[src/rtl/evt_irq_pkg.sv]
package evt_irq_pkg;
  localparam int ADDR_W = 8;
  localparam int DATA_W = 32;

  localparam logic [ADDR_W-1:0] OFF_GATE   = 8'h1C;
  localparam logic [ADDR_W-1:0] OFF_STATUS = 8'h20;
  localparam logic [ADDR_W-1:0] OFF_MASK   = 8'h28;
  localparam logic [ADDR_W-1:0] OFF_KICK   = 8'h40;

  localparam int GATE_BIT = 31;
  localparam logic [DATA_W-1:0] KICK_KEY = 32'h0000_000A;

  typedef enum int {
    SRC_MODE_ERR   = 0,
    SRC_SLV_ERR    = 1,
    SRC_TX_DRAINED = 2,
    SRC_TX_STARVED = 3,
    SRC_RX_FILLED  = 4,
    SRC_RX_LOST    = 5,
    SRC_TX_HALF    = 6
  } src_idx_e;
endpackage

[src/rtl/evt_latch.sv]
module evt_latch #(
  parameter int N = 7
) (
  input  logic         clk,
  input  logic         rst_n,
  input  logic [N-1:0] ev_i,
  input  logic [N-1:0] clr_i,
  input  logic         hold_i,
  output logic [N-1:0] status_o
);
  logic [N-1:0] ev_prev;
  logic [N-1:0] rise;

  assign rise = ev_i & ~ev_prev;

  always_ff @(posedge clk or negedge rst_n) begin
    if (!rst_n) begin
      ev_prev  <= '0;
      status_o <= '0;
    end else begin
      ev_prev <= ev_i;
      if (hold_i) status_o <= '0;
      else        status_o <= (status_o & ~clr_i) | rise;
    end
  end

  for (genvar i = 0; i < N; i++) begin : g_chk

    edge_sets_chk: assert property (@(posedge clk) disable iff (!rst_n)
      (ev_i[i] && !ev_prev[i] && !hold_i) |=> status_o[i]);

    clear_drops_chk: assert property (@(posedge clk) disable iff (!rst_n)
      (clr_i[i] && !(ev_i[i] && !ev_prev[i])) |=> !status_o[i]);
  end


  hold_empties_chk: assert property (@(posedge clk) disable iff (!rst_n)
    hold_i |=> (status_o == '0));
endmodule

[src/rtl/rst_pulse.sv]
module rst_pulse #(
  parameter int CYCLES = 16
) (
  input  logic clk,
  input  logic rst_n,
  input  logic fire_i,
  output logic pulse_o
);
  localparam int CW = $clog2(CYCLES + 1);
  localparam logic [CW-1:0] LOAD = CW'(CYCLES);

  logic [CW-1:0] left;

  always_ff @(posedge clk or negedge rst_n) begin
    if (!rst_n)            left <= '0;
    else if (fire_i)       left <= LOAD;
    else if (left != '0)   left <= left - 1'b1;
  end

  assign pulse_o = (left != '0);


  fire_starts_chk: assert property (@(posedge clk) disable iff (!rst_n)
    fire_i |=> pulse_o);

  rise_needs_fire_chk: assert property (@(posedge clk) disable iff (!rst_n)
    $rose(pulse_o) |-> $past(fire_i));
endmodule

[src/rtl/irq_out.sv]
module irq_out #(
  parameter int N = 7
) (
  input  logic         clk,
  input  logic         rst_n,
  input  logic         gate_i,
  input  logic [N-1:0] pend_i,
  input  logic [N-1:0] mask_i,
  output logic         irq_o
);
  always_ff @(posedge clk or negedge rst_n) begin
    if (!rst_n) irq_o <= 1'b0;
    else        irq_o <= gate_i & |(pend_i & mask_i);
  end


  gate_closed_chk: assert property (@(posedge clk) disable iff (!rst_n)
    !gate_i |=> !irq_o);

  masked_quiet_chk: assert property (@(posedge clk) disable iff (!rst_n)
    ((pend_i & mask_i) == '0) |=> !irq_o);
endmodule

[src/rtl/evt_irq_ctrl.sv]
module evt_irq_ctrl
  import evt_irq_pkg::*;
#(
  parameter int NUM_SRC    = 7,
  parameter int RST_CYCLES = 16
) (
  input  logic                clk,
  input  logic                rst_n,
  input  logic [NUM_SRC-1:0]  ev_i,
  input  logic                wr_en,
  input  logic [ADDR_W-1:0]   addr,
  input  logic [DATA_W-1:0]   wdata,
  output logic [DATA_W-1:0]   rdata,
  output logic                irq_o,
  output logic                periph_rst_o
);
  logic               wr_gate, wr_status, wr_mask, wr_kick;
  logic               gate_q;
  logic [NUM_SRC-1:0] mask_q;
  logic [NUM_SRC-1:0] status;
  logic [NUM_SRC-1:0] clr;

  assign wr_gate   = wr_en && (addr == OFF_GATE);
  assign wr_status = wr_en && (addr == OFF_STATUS);
  assign wr_mask   = wr_en && (addr == OFF_MASK);
  assign wr_kick   = wr_en && (addr == OFF_KICK) && (wdata == KICK_KEY);
  assign clr       = wr_status ? wdata[NUM_SRC-1:0] : '0;

  always_ff @(posedge clk or negedge rst_n) begin
    if (!rst_n) begin
      gate_q <= 1'b0;
      mask_q <= '0;
    end else begin
      if (wr_gate) gate_q <= wdata[GATE_BIT];
      if (periph_rst_o) mask_q <= '0;
      else if (wr_mask) mask_q <= wdata[NUM_SRC-1:0];
    end
  end

  evt_latch #(.N(NUM_SRC)) u_latch (
    .clk      (clk),
    .rst_n    (rst_n),
    .ev_i     (ev_i),
    .clr_i    (clr),
    .hold_i   (periph_rst_o),
    .status_o (status)
  );

  rst_pulse #(.CYCLES(RST_CYCLES)) u_pulse (
    .clk     (clk),
    .rst_n   (rst_n),
    .fire_i  (wr_kick),
    .pulse_o (periph_rst_o)
  );

  irq_out #(.N(NUM_SRC)) u_irq (
    .clk    (clk),
    .rst_n  (rst_n),
    .gate_i (gate_q),
    .pend_i (status),
    .mask_i (mask_q),
    .irq_o  (irq_o)
  );

  always_comb begin
    rdata = '0;
    unique case (addr)
      OFF_GATE:   rdata[GATE_BIT] = gate_q;
      OFF_STATUS: rdata[NUM_SRC-1:0] = status;
      OFF_MASK:   rdata[NUM_SRC-1:0] = mask_q;
      default:    rdata = '0;
    endcase
  end


  mask_held_chk: assert property (@(posedge clk) disable iff (!rst_n)
    periph_rst_o |=> (mask_q == '0));

  mask_write_chk: assert property (@(posedge clk) disable iff (!rst_n)
    (wr_mask && !periph_rst_o) |=> (mask_q == $past(wdata[NUM_SRC-1:0])));

  gate_write_chk: assert property (@(posedge clk) disable iff (!rst_n)
    wr_gate |=> (gate_q == $past(wdata[GATE_BIT])));
endmodule

[config.mk]
export PLATFORM = sky130hd
export DESIGN_NAME = evt_irq_ctrl
export DESIGN_NICKNAME = d
export VERILOG_FILES = /design/src/rtl/evt_irq_pkg.sv /design/src/rtl/evt_latch.sv /design/src/rtl/rst_pulse.sv /design/src/rtl/irq_out.sv /design/src/rtl/evt_irq_ctrl.sv
export SDC_FILE = /design/constraint.sdc
export NUM_CORES = 1
export LEC_CHECK = 0
export CAP_MARGIN = 10
export CORE_AREA = 2 2 60 84
export CTS_CLUSTER_DIAMETER = 60
export CTS_CLUSTER_SIZE = 10
export DETAILED_ROUTE_END_ITERATION = 6
export DIE_AREA = 0 0 62 86
export GPL_ROUTABILITY_DRIVEN = 0
export MAX_ROUTING_LAYER = met4
export PLACE_DENSITY_LB_ADDON = 0.08
export SETUP_SLACK_MARGIN = 0.05
export SYNTH_ARGS = -nofsm -noshare
export SYNTH_HDL_FRONTEND = slang
export SYNTH_SLANG_ARGS = --single-unit
[constraint.sdc]
create_clock -name clk -period 1.58 [get_ports clk]
set_input_delay 0.316 -clock clk [delete_from_list [all_inputs] [get_ports clk]]
set_output_delay 0.316 -clock clk [all_outputs]
set_load 0.05 [all_outputs]
Word level (Yosys, flattened, before mapping). Cells that the tools add are included.

Add/sub/neg operators: 1. Equality and inequality tests: 5. Multiplexer cells: 8. Bitwise gates (word level): 7. Reduce and logical (&&, ||, !) cells: 9.

Operators with widths (number): $eq A32 B4 Y1 const B (1); $mux W7 (4); $and A7 B7 Y7 (3); $eq A8 B6 Y1 const B (2); $not A7 Y7 (2); $pmux W7 S2 (1); $mux W5 (2); $eq A8 B5 Y1 const B (1); $eq A8 B7 Y1 const B (1); $or A7 B7 Y7 (1); $reduce_or A7 Y1 (1); $logic_and A1 B1 Y1 (5); $reduce_bool A5 Y1 (1); $sub A5 B1 Y5 const B (1); $reduce_bool A2 Y1 (2); $and A1 B1 Y1 (1); $mux W1 (1).

Register bits after elaboration: 28. Bits of input ports: 50. Output and inout bits: 34.

Depth between registers and ports, before layout. Gate-level depths: netlist (run 1).

Word-level depth: 7. Gate-level depth with buffers: 6.

Modules after synthesis. From an unflattened synthesis (run 1), not the netlist that was laid out.

Cell total of the unflattened synthesis: 162. Area, all modules: 1691.6 sq um.

By module, submodules not included: evt_irq_ctrl (times used 1, cells an instance 96, area an instance 852.1 sq um); evt_latch (times used 1, cells an instance 35, area an instance 518.0 sq um); rst_pulse (times used 1, cells an instance 25, area an instance 261.5 sq um); irq_out (times used 1, cells an instance 6, area an instance 60.1 sq um).

Least setup slack after synthesis (run 1). OpenSTA, ideal clock, no wires.

Path kind: input-to-output. Start: in addr[5]. End: out rdata[31]. Data arrival time: 1976 ps. Required time: 1264 ps. Path slack: -712 ps. Stages: 2. Path buffers: 0. Path through: or4_4 nor3_1.

Word-level cells in the longest chain between the ends: 2.

Ends and longest elaborated chain: from (decl) (line evt_irq_ctrl.sv:11) `input logic [ADDR_W-1:0] addr,`; $eq A8 B5 Y1 (line evt_irq_ctrl.sv:67) `unique case (addr)`; $mux W1 (line evt_irq_ctrl.sv:67); to (decl) (line evt_irq_ctrl.sv:13) `output logic [DATA_W-1:0] rdata,`.

No other way between the ends.

Final worst setup path (run 1).
Start: in addr[0]. End: out rdata[5].

Word-level cells in the longest chain between the ends: 2.

Ends and longest elaborated chain (line): $eq A8 B6 Y1 (evt_irq_ctrl.sv:67); $pmux W7 S2 * (evt_irq_ctrl.sv:67).

Mark *: on every way between the ends. The rest lies on a longest branch, timed or not.

==> flow_metrics.py, run 1 <==
metrics = {
    "power": {
        "seqPwrFrac_pct": 48.1,
        "p_comb_share_pct": 23.5,
        "p_leak_nw": 1.395,
        "p_switching_mw": 0.4432,
        "report.power.total_mw": 1.546,
        "internal_power_mw": 1.102,
        "p_clk_share_pct": 28.4,
        "vdd_drop_max_uv": 394.0,
        "switching_share_pct": 28.67,
        "powerDensity_nw_per_um2": 574.8,
    },
    "global_routing": {
        "antenna_found_initial": 0,
        "overflow": 0,
        "grt_pass1_wl_mm": 6.893,
        "groute.usage.overall_pct": 17.83,
        "grt_max_degree": 29,
        "grt_pass1_vias": 1474,
    },
    "clocking": {
        "numClockSinks": 28,
        "cts_buffer_depth": 2,
        "clkTransAtPathRegs_ns": 0.10,
        "root_buffer": "clkbuf_8",
        "cts_buffers": 3,
        "insertion_delay_ns": 0.27,
        "cts_tree": "yes",
        "h-tree-depth": 1,
    },
    "synth": {
        "synthXorXnorAreaFrac_pct": 1.136,
        "syn_inst": 156,
        "synth-seq-cells": 28,
        "ys.flop_type": "dfrtp_1",
        "yosys.cell_types.count": 35,
        "syn_area_um2": 1541,
        "syn_area_per_cell_um2": 9.881,
        "muxShareOfSynthArea_pct": 5.519,
        "synth-simple-area-share_pct": 19.64,
        "synth_adder_area_share_pct": 0.8117,
        "synth_top_family_by_area": "simple AND/OR/NAND/NOR gates",
        "yosysWarningCount": 0,
        "synth_edf_count": 0,
        "synthTopCellsByArea": "dfrtp_1, buf_4, mux2i_1",
        "yosysTopAreaCellShare_pct": 45.45,
        "synth_area_leader_cell": "dfrtp_1",
        "async_flop_share_pct": 100.0,
        "synth_compound_area_share_pct": 12.34,
        "ys_seq_area_share_pct": 45.45,
    },
    "finish": {
        "finish.utilization_pct": 59.28,
        "diodes": 0,
        "multi_input_area_um2": 877.1,
        "drive_above_1_share_pct": 33.06,
        "area_growth_pct": 74.43,
        "seqCellArea_um2": 700.7,
        "fin_nets": 297,
        "final_area_um2": 2689,
        "nFillCells": 404,
    },
    "setup_path": {
        "path_cells": "buf_8 -> nor4_4 -> nand3_2 -> nor2_4 -> buf_12 -> a22o_4 -> buf_12",
        "cp_common_cell": "buf_12",
        "slowest_stage": "nor4_4",
        "crit_path_max_incr_delay_ns": 0.30,
        "r2r_slack_ns": 0.13,
        "crit_type": "in -> out",
        "critPathRequiredTime_ns": 1.26,
        "reg2reg_depth": 7,
        "cp.arrival_ns": 1.43,
        "crit_fanout": 7,
        "regToRegStartpoint": "u_pulse.left[0]",
        "reg2reg_to": "u_pulse.left[0]",
        "worstSetupEndpointType": "output pin",
        "start_kind": "primary input",
    },
    "drt": {
        "top_layer": "met4",
        "drt.antenna.violating_nets": 0,
        "drt_pass1_iterations": 5,
        "drt-wirelength-per-cell_um": 14.60,
        "met2_length_mm": 2.397,
        "vias_per_cell": 4.697,
        "m1WireLength_mm": 1.645,
        "route.detailed.drc": 0,
        "vias": 1442,
        "first_iter_violations": 34,
        "routed_wl_mm": 4.483,
        "wl_met3_um": 338,
    },
    "placement": {
        "hpwl_mm": 3.476,
        "portBuffers": 59,
        "dpl-instance-area_um2": 2492,
    },
    "die": {
        "core_um2": 4536,
        "die_h_um": 86,
        "dieArea_um2": 5332,
        "num_rows": 29,
        "start_util_pct": 33.99,
        "die_w_um": 62,
        "io_pins": 84,
    },
    "outcome": {
        "violations": "setup timing",
        "outcome": "complete, but fails checks",
    },
    "sta": {
        "finalCritPeriodShare_pct": 110.5,
        "drv_slew": 0,
        "setup_ws_ns": -0.1653,
        "max_freq_mhz": 573.0,
        "setup_viol": 9,
        "fin_worst_skew_ns": 0.008503,
        "finalHoldViolCount": 0,
        "period_minus_slack_ns": 1.745,
        "rsz0062_at_grt": "true",
    },
    "worst_hold_path": {
        "min-delay-path-class": "in -> async",
    },
    "job": {
        "maxCapViolations": 0,
    },
}
-- registers in the layout (all words and copies together) (netlist names) --
register and cells:
mask_q 7, u_latch.ev_prev 7, u_latch.status_o 7, u_pulse.left 5, gate_q 1, u_irq.irq_o 1
-- stage by stage --
step           cells  hold WS [ns]  setup WS [ns]  TNS (ns)
6_report         307        0.4116        -0.1653    -1.199
5_1_grt          307        0.4336        -0.2289    -1.715
4_1_cts          306        0.4163        -0.1911    -1.404
3_5_place_dp     295        0.4698        -0.6226    -12.31
3_3_place_gp     295        0.4506        -0.5872    -11.57
2_1_floorplan    179       0.02041       -0.09412   -0.3899
-- worst max path at each step --
stage | start | end | slack [ns] | cells after the start
after floorplan | addr[5] | rdata[31] | -0.09 | 2
after global placement | addr[4] | rdata[2] | -0.59 | 7
after detailed placement | addr[4] | rdata[5] | -0.62 | 7
after CTS | addr[0] | rdata[5] | -0.19 | 7
after global routing | addr[0] | rdata[5] | -0.23 | 7
final | addr[0] | rdata[5] | -0.17 | 7
-- synth_stat cells, types with 2 or more instances --
library cell	count
mux2i_1	7
clkbuf_1	2
o21ai_0	7
nor3_1	2
nor2_1	15
nand2b_1	7
nand4_1	3
nor4_1	6
a21oi_1	8
buf_4	24
a22oi_1	2
a22o_1	7
nand2_1	5
dfrtp_1	28
inv_1	11
nor4b_1	3
-- cells in the final DEF (no fill, tap or decap), types with 2 or more instances in the layout --
master | synthesis | final
inv_1 | 11 | 9
buf_4 | 24 | 27
nor4_1 | 6 | 2
dlymetal6s2s_1 | 0 | 13
nand2_1 | 5 | 5
nor2_4 | 0 | 2
mux2i_1 | 7 | 7
nor4b_2 | 0 | 2
buf_6 | 0 | 2
clkbuf_8 | 0 | 4
a22oi_1 | 2 | 2
nor4_2 | 1 | 4
buf_2 | 0 | 2
clkdlybuf4s50_1 | 0 | 17
o21ai_0 | 7 | 7
dfrtp_1 | 28 | 28
buf_12 | 0 | 12
nor2_2 | 0 | 2
conb_1 | 1 | 24
clkbuf_2 | 0 | 3
a21oi_1 | 8 | 8
nand4_1 | 3 | 3
a22o_4 | 0 | 7
nor2_1 | 15 | 11
dlygate4sd2_1 | 0 | 10
nand2b_1 | 7 | 7
nor4_4 | 1 | 2
inv_2 | 0 | 2
-- cell families (layout without fill, tap and decap cells) --
group / count (synthesis) / in the layout
buffers and inverters: 37 / 103
AO/OA/AOI/OAI: 29 / 29
AND/OR/NAND/NOR: 50 / 50
flip-flops: 28 / 28
XOR/XNOR: 2 / 2
multiplexers: 8 / 8
other: 1 / 24
adder cells (fa/ha/maj): 1 / 1
-- layout make-up --
class / count / area share [%]
clock buffer: 4 / 2.047
inverter: 11 / 1.536
multi-input combinational: 114 / 32.62
sequential: 28 / 26.06
tap: 62 / 2.885
timing repair buffer: 88 / 34.85
-- per-layer routing --
layer	global-route usage [%]	vias up
met2	30.87	67
met1	20.29	687
met4	5.996	0
met5	-	-
met3	2.413	9
li1	-	679
-- worst max-delay path, delay by kind of cell --
kind                   cells  cell delay [ns]
and+or+nand+nor            3             0.60
AOI/OAI and AO/OA          1             0.15
buffers and inverters      3             0.37
-- repair_timing --
action	CTS	global route
resized for setup	53	24
pin swaps	17	14
setup endpoints to repair	29	15
hold endpoints to repair	0	0
hold buffers	0	0
buffers inserted	7	1
-- power by group through the flow --
stage	Sequential (mW)	Combinational, mW	Clock, mW
floorplan	0.756	0.214	0
global placement	0.756	0.359	0
global route	0.745	0.391	0.497
CTS	0.743	0.362	0.458
detailed placement	0.757	0.362	0
finish	0.743	0.364	0.439
No activity file was read; power rests on OpenSTA's default activity.
==> inputs of run 2 (changes only) <==
CORE_AREA = 10 10 68 92   (was 2 2 60 84)
DIE_AREA = 0 0 78 102   (was 0 0 62 86)
==> run 2 against run 1 <==
The flow still finishes with violations (setup timing); clock skew shrank 0.0033 ns; sequential power barely moved; non-clock buffer count grew 3; sequential share of layout area up 0.085 points; critical path type unchanged.
==> flow_metrics.py, run 2 (synthesis gave the netlist of run 1 again) <==
metrics = {
    "outcome": {
        "outcome": "complete, but fails checks",
        "violations": "setup timing",
    },
    "power": {
        "vdd_drop_max_uv": 403.0,
        "p_leak_nw": 1.308,
        "p_clk_share_pct": 28.3,
        "internal_power_mw": 1.104,
        "switching_share_pct": 28.53,
        "powerDensity_nw_per_um2": 576.3,
        "p_comb_share_pct": 23.6,
        "seqPwrFrac_pct": 48.1,
        "p_switching_mw": 0.4407,
    },
    "job": {
        "maxCapViolations": 0,
    },
    "finish": {
        "reg_top3": "mask_q (7), u_latch.ev_prev (7), u_latch.status_o (7)",
        "drive_above_1_share_pct": 31.85,
        "fin_cells": 310,
        "fin_nets": 300,
        "area_growth_pct": 73.86,
        "diodes": 0,
        "final_common_cell": "buf_4",
        "nFillCells": 413,
        "final_cell_mix": "buf_4, dfrtp_1, clkdlybuf4s50_1",
        "finish.utilization_pct": 59.09,
    },
    "die": {
        "die_h_um": 102,
        "io_pins": 84,
        "die_w_um": 78,
        "start_util_pct": 33.99,
        "num_rows": 29,
        "dieArea_um2": 7956,
        "core_um2": 4536,
    },
    "drt": {
        "drt.antenna.violating_nets": 0,
        "drt-wirelength-per-cell_um": 16.41,
        "vias": 1437,
        "route.detailed.drc": 0,
        "vias_per_cell": 4.635,
        "first_iter_violations": 21,
        "drt_pass1_iterations": 4,
        "routed_wl_mm": 5.088,
    },
    "clocking": {
        "root_buffer": "clkbuf_8",
        "h-tree-depth": 1,
        "insertion_delay_ns": 0.27,
        "cts_tree": "yes",
        "numClockSinks": 28,
        "cts_buffer_depth": 2,
        "hold_buffers": 0,
        "cts_buffers": 3,
        "clkTransAtPathRegs_ns": 0.09,
    },
    "sta": {
        "fin_worst_skew_ns": 0.005215,
        "drv_slew": 0,
        "finalCritPeriodShare_pct": 110.7,
        "rsz0062_at_grt": "true",
        "period_minus_slack_ns": 1.749,
        "max_freq_mhz": 571.6,
        "whs_ns": 0.4153,
        "setup_viol": 9,
        "tns_ns": -1.190,
        "finalHoldViolCount": 0,
        "setup_ws_ns": -0.1694,
    },
    "global_routing": {
        "grt_pass1_vias": 1578,
        "overflow": 0,
        "grt_pass1_wl_mm": 8.273,
        "groute.usage.overall_pct": 13.12,
        "grt_max_degree": 29,
        "antenna_found_initial": 0,
    },
    "setup_path": {
        "crit_end": "rdata[1]",
        "reg2reg_to": "u_pulse.left[0]",
        "cp.arrival_ns": 1.43,
        "reg2reg_depth": 7,
        "cp-startpoint": "addr[2]",
        "start_kind": "primary input",
        "critPathRequiredTime_ns": 1.26,
        "crit_type": "in -> out",
        "regToRegStartpoint": "u_pulse.left[0]",
        "worstSetupEndpointType": "output pin",
        "crit_fanout": 7,
        "r2r_slack_ns": 0.11,
    },
    "worst_hold_path": {
        "min-delay-path-class": "in -> async",
    },
    "placement": {
        "portBuffers": 59,
        "dp.cells": 294,
        "hpwl_mm": 4.090,
        "dp_slack_ns": -0.6614,
    },
}
==> run 2: how the worst min path moves through the flow <==
stage	endpoint	depth (start not counted)
after global placement	u_pulse.left[4]	1
after floorplan	gate_q	0
after detailed placement	u_pulse.left[4]	1
final	u_latch.ev_prev[0]	2
after CTS	mask_q[2]	2
after global routing	u_latch.status_o[2]	2
==> run 2: area by class of cell <==
type / instances / area (um2) / area share [%]
Timing Repair Buffer: 91 / 944.7 / 35.25
Tap cell: 62 / 77.57 / 2.894
Sequential cell: 28 / 700.7 / 26.14
Clock buffer: 4 / 55.05 / 2.054
Inverter: 11 / 41.29 / 1.541
Multi-Input combinational cell: 114 / 860.8 / 32.12
==> run 2: through the flow <==
stage / area [um2] / power (mW)
floorplan: 1730 / 0.9698
global placement: 2485 / 1.115
detailed placement: 2485 / 1.119
CTS: 2651 / 1.564
global route: 2680 / 1.619
finish: 2680 / 1.545
==> run 2: repair_timing <==
item | 4_1_cts | 5_1_grt
gates resized for setup | 58 | 7
setup endpoints to repair | 29 | 28
pin swaps | 15 | 14
buffers inserted | 12 | 3
==> run 2: routing by layer <==
metal / global-route usage (%) / share of wire, % / vias to the layer above
met3: 3.691 / 6.3 / 6
met2: 22.26 / 50 / 62
li1: - / - / 687
met1: 14.58 / 42 / 682
met4: 4.288 / 2.0 / 0
met5: - / 0 / -
==> run 2: worst max-delay path: stages <==
cell	delay, ns
buf_8	0.10
nor4_4	0.30
nand3_2	0.17
nor2_4	0.14
buf_12	0.14
a22o_4	0.14
buf_12	0.13
==> run 2: power groups by stage <==
| stage | combinational (mW) | sequential [mW] | clock [mW] |
|---|---|---|---|
| 3_3_place_gp | 0.359 | 0.756 | 0 |
| 4_1_cts | 0.362 | 0.743 | 0.459 |
| 6_report | 0.365 | 0.743 | 0.437 |
| 3_5_place_dp | 0.362 | 0.757 | 0 |
| 5_1_grt | 0.391 | 0.745 | 0.484 |
| 2_1_floorplan | 0.214 | 0.756 | 0 |
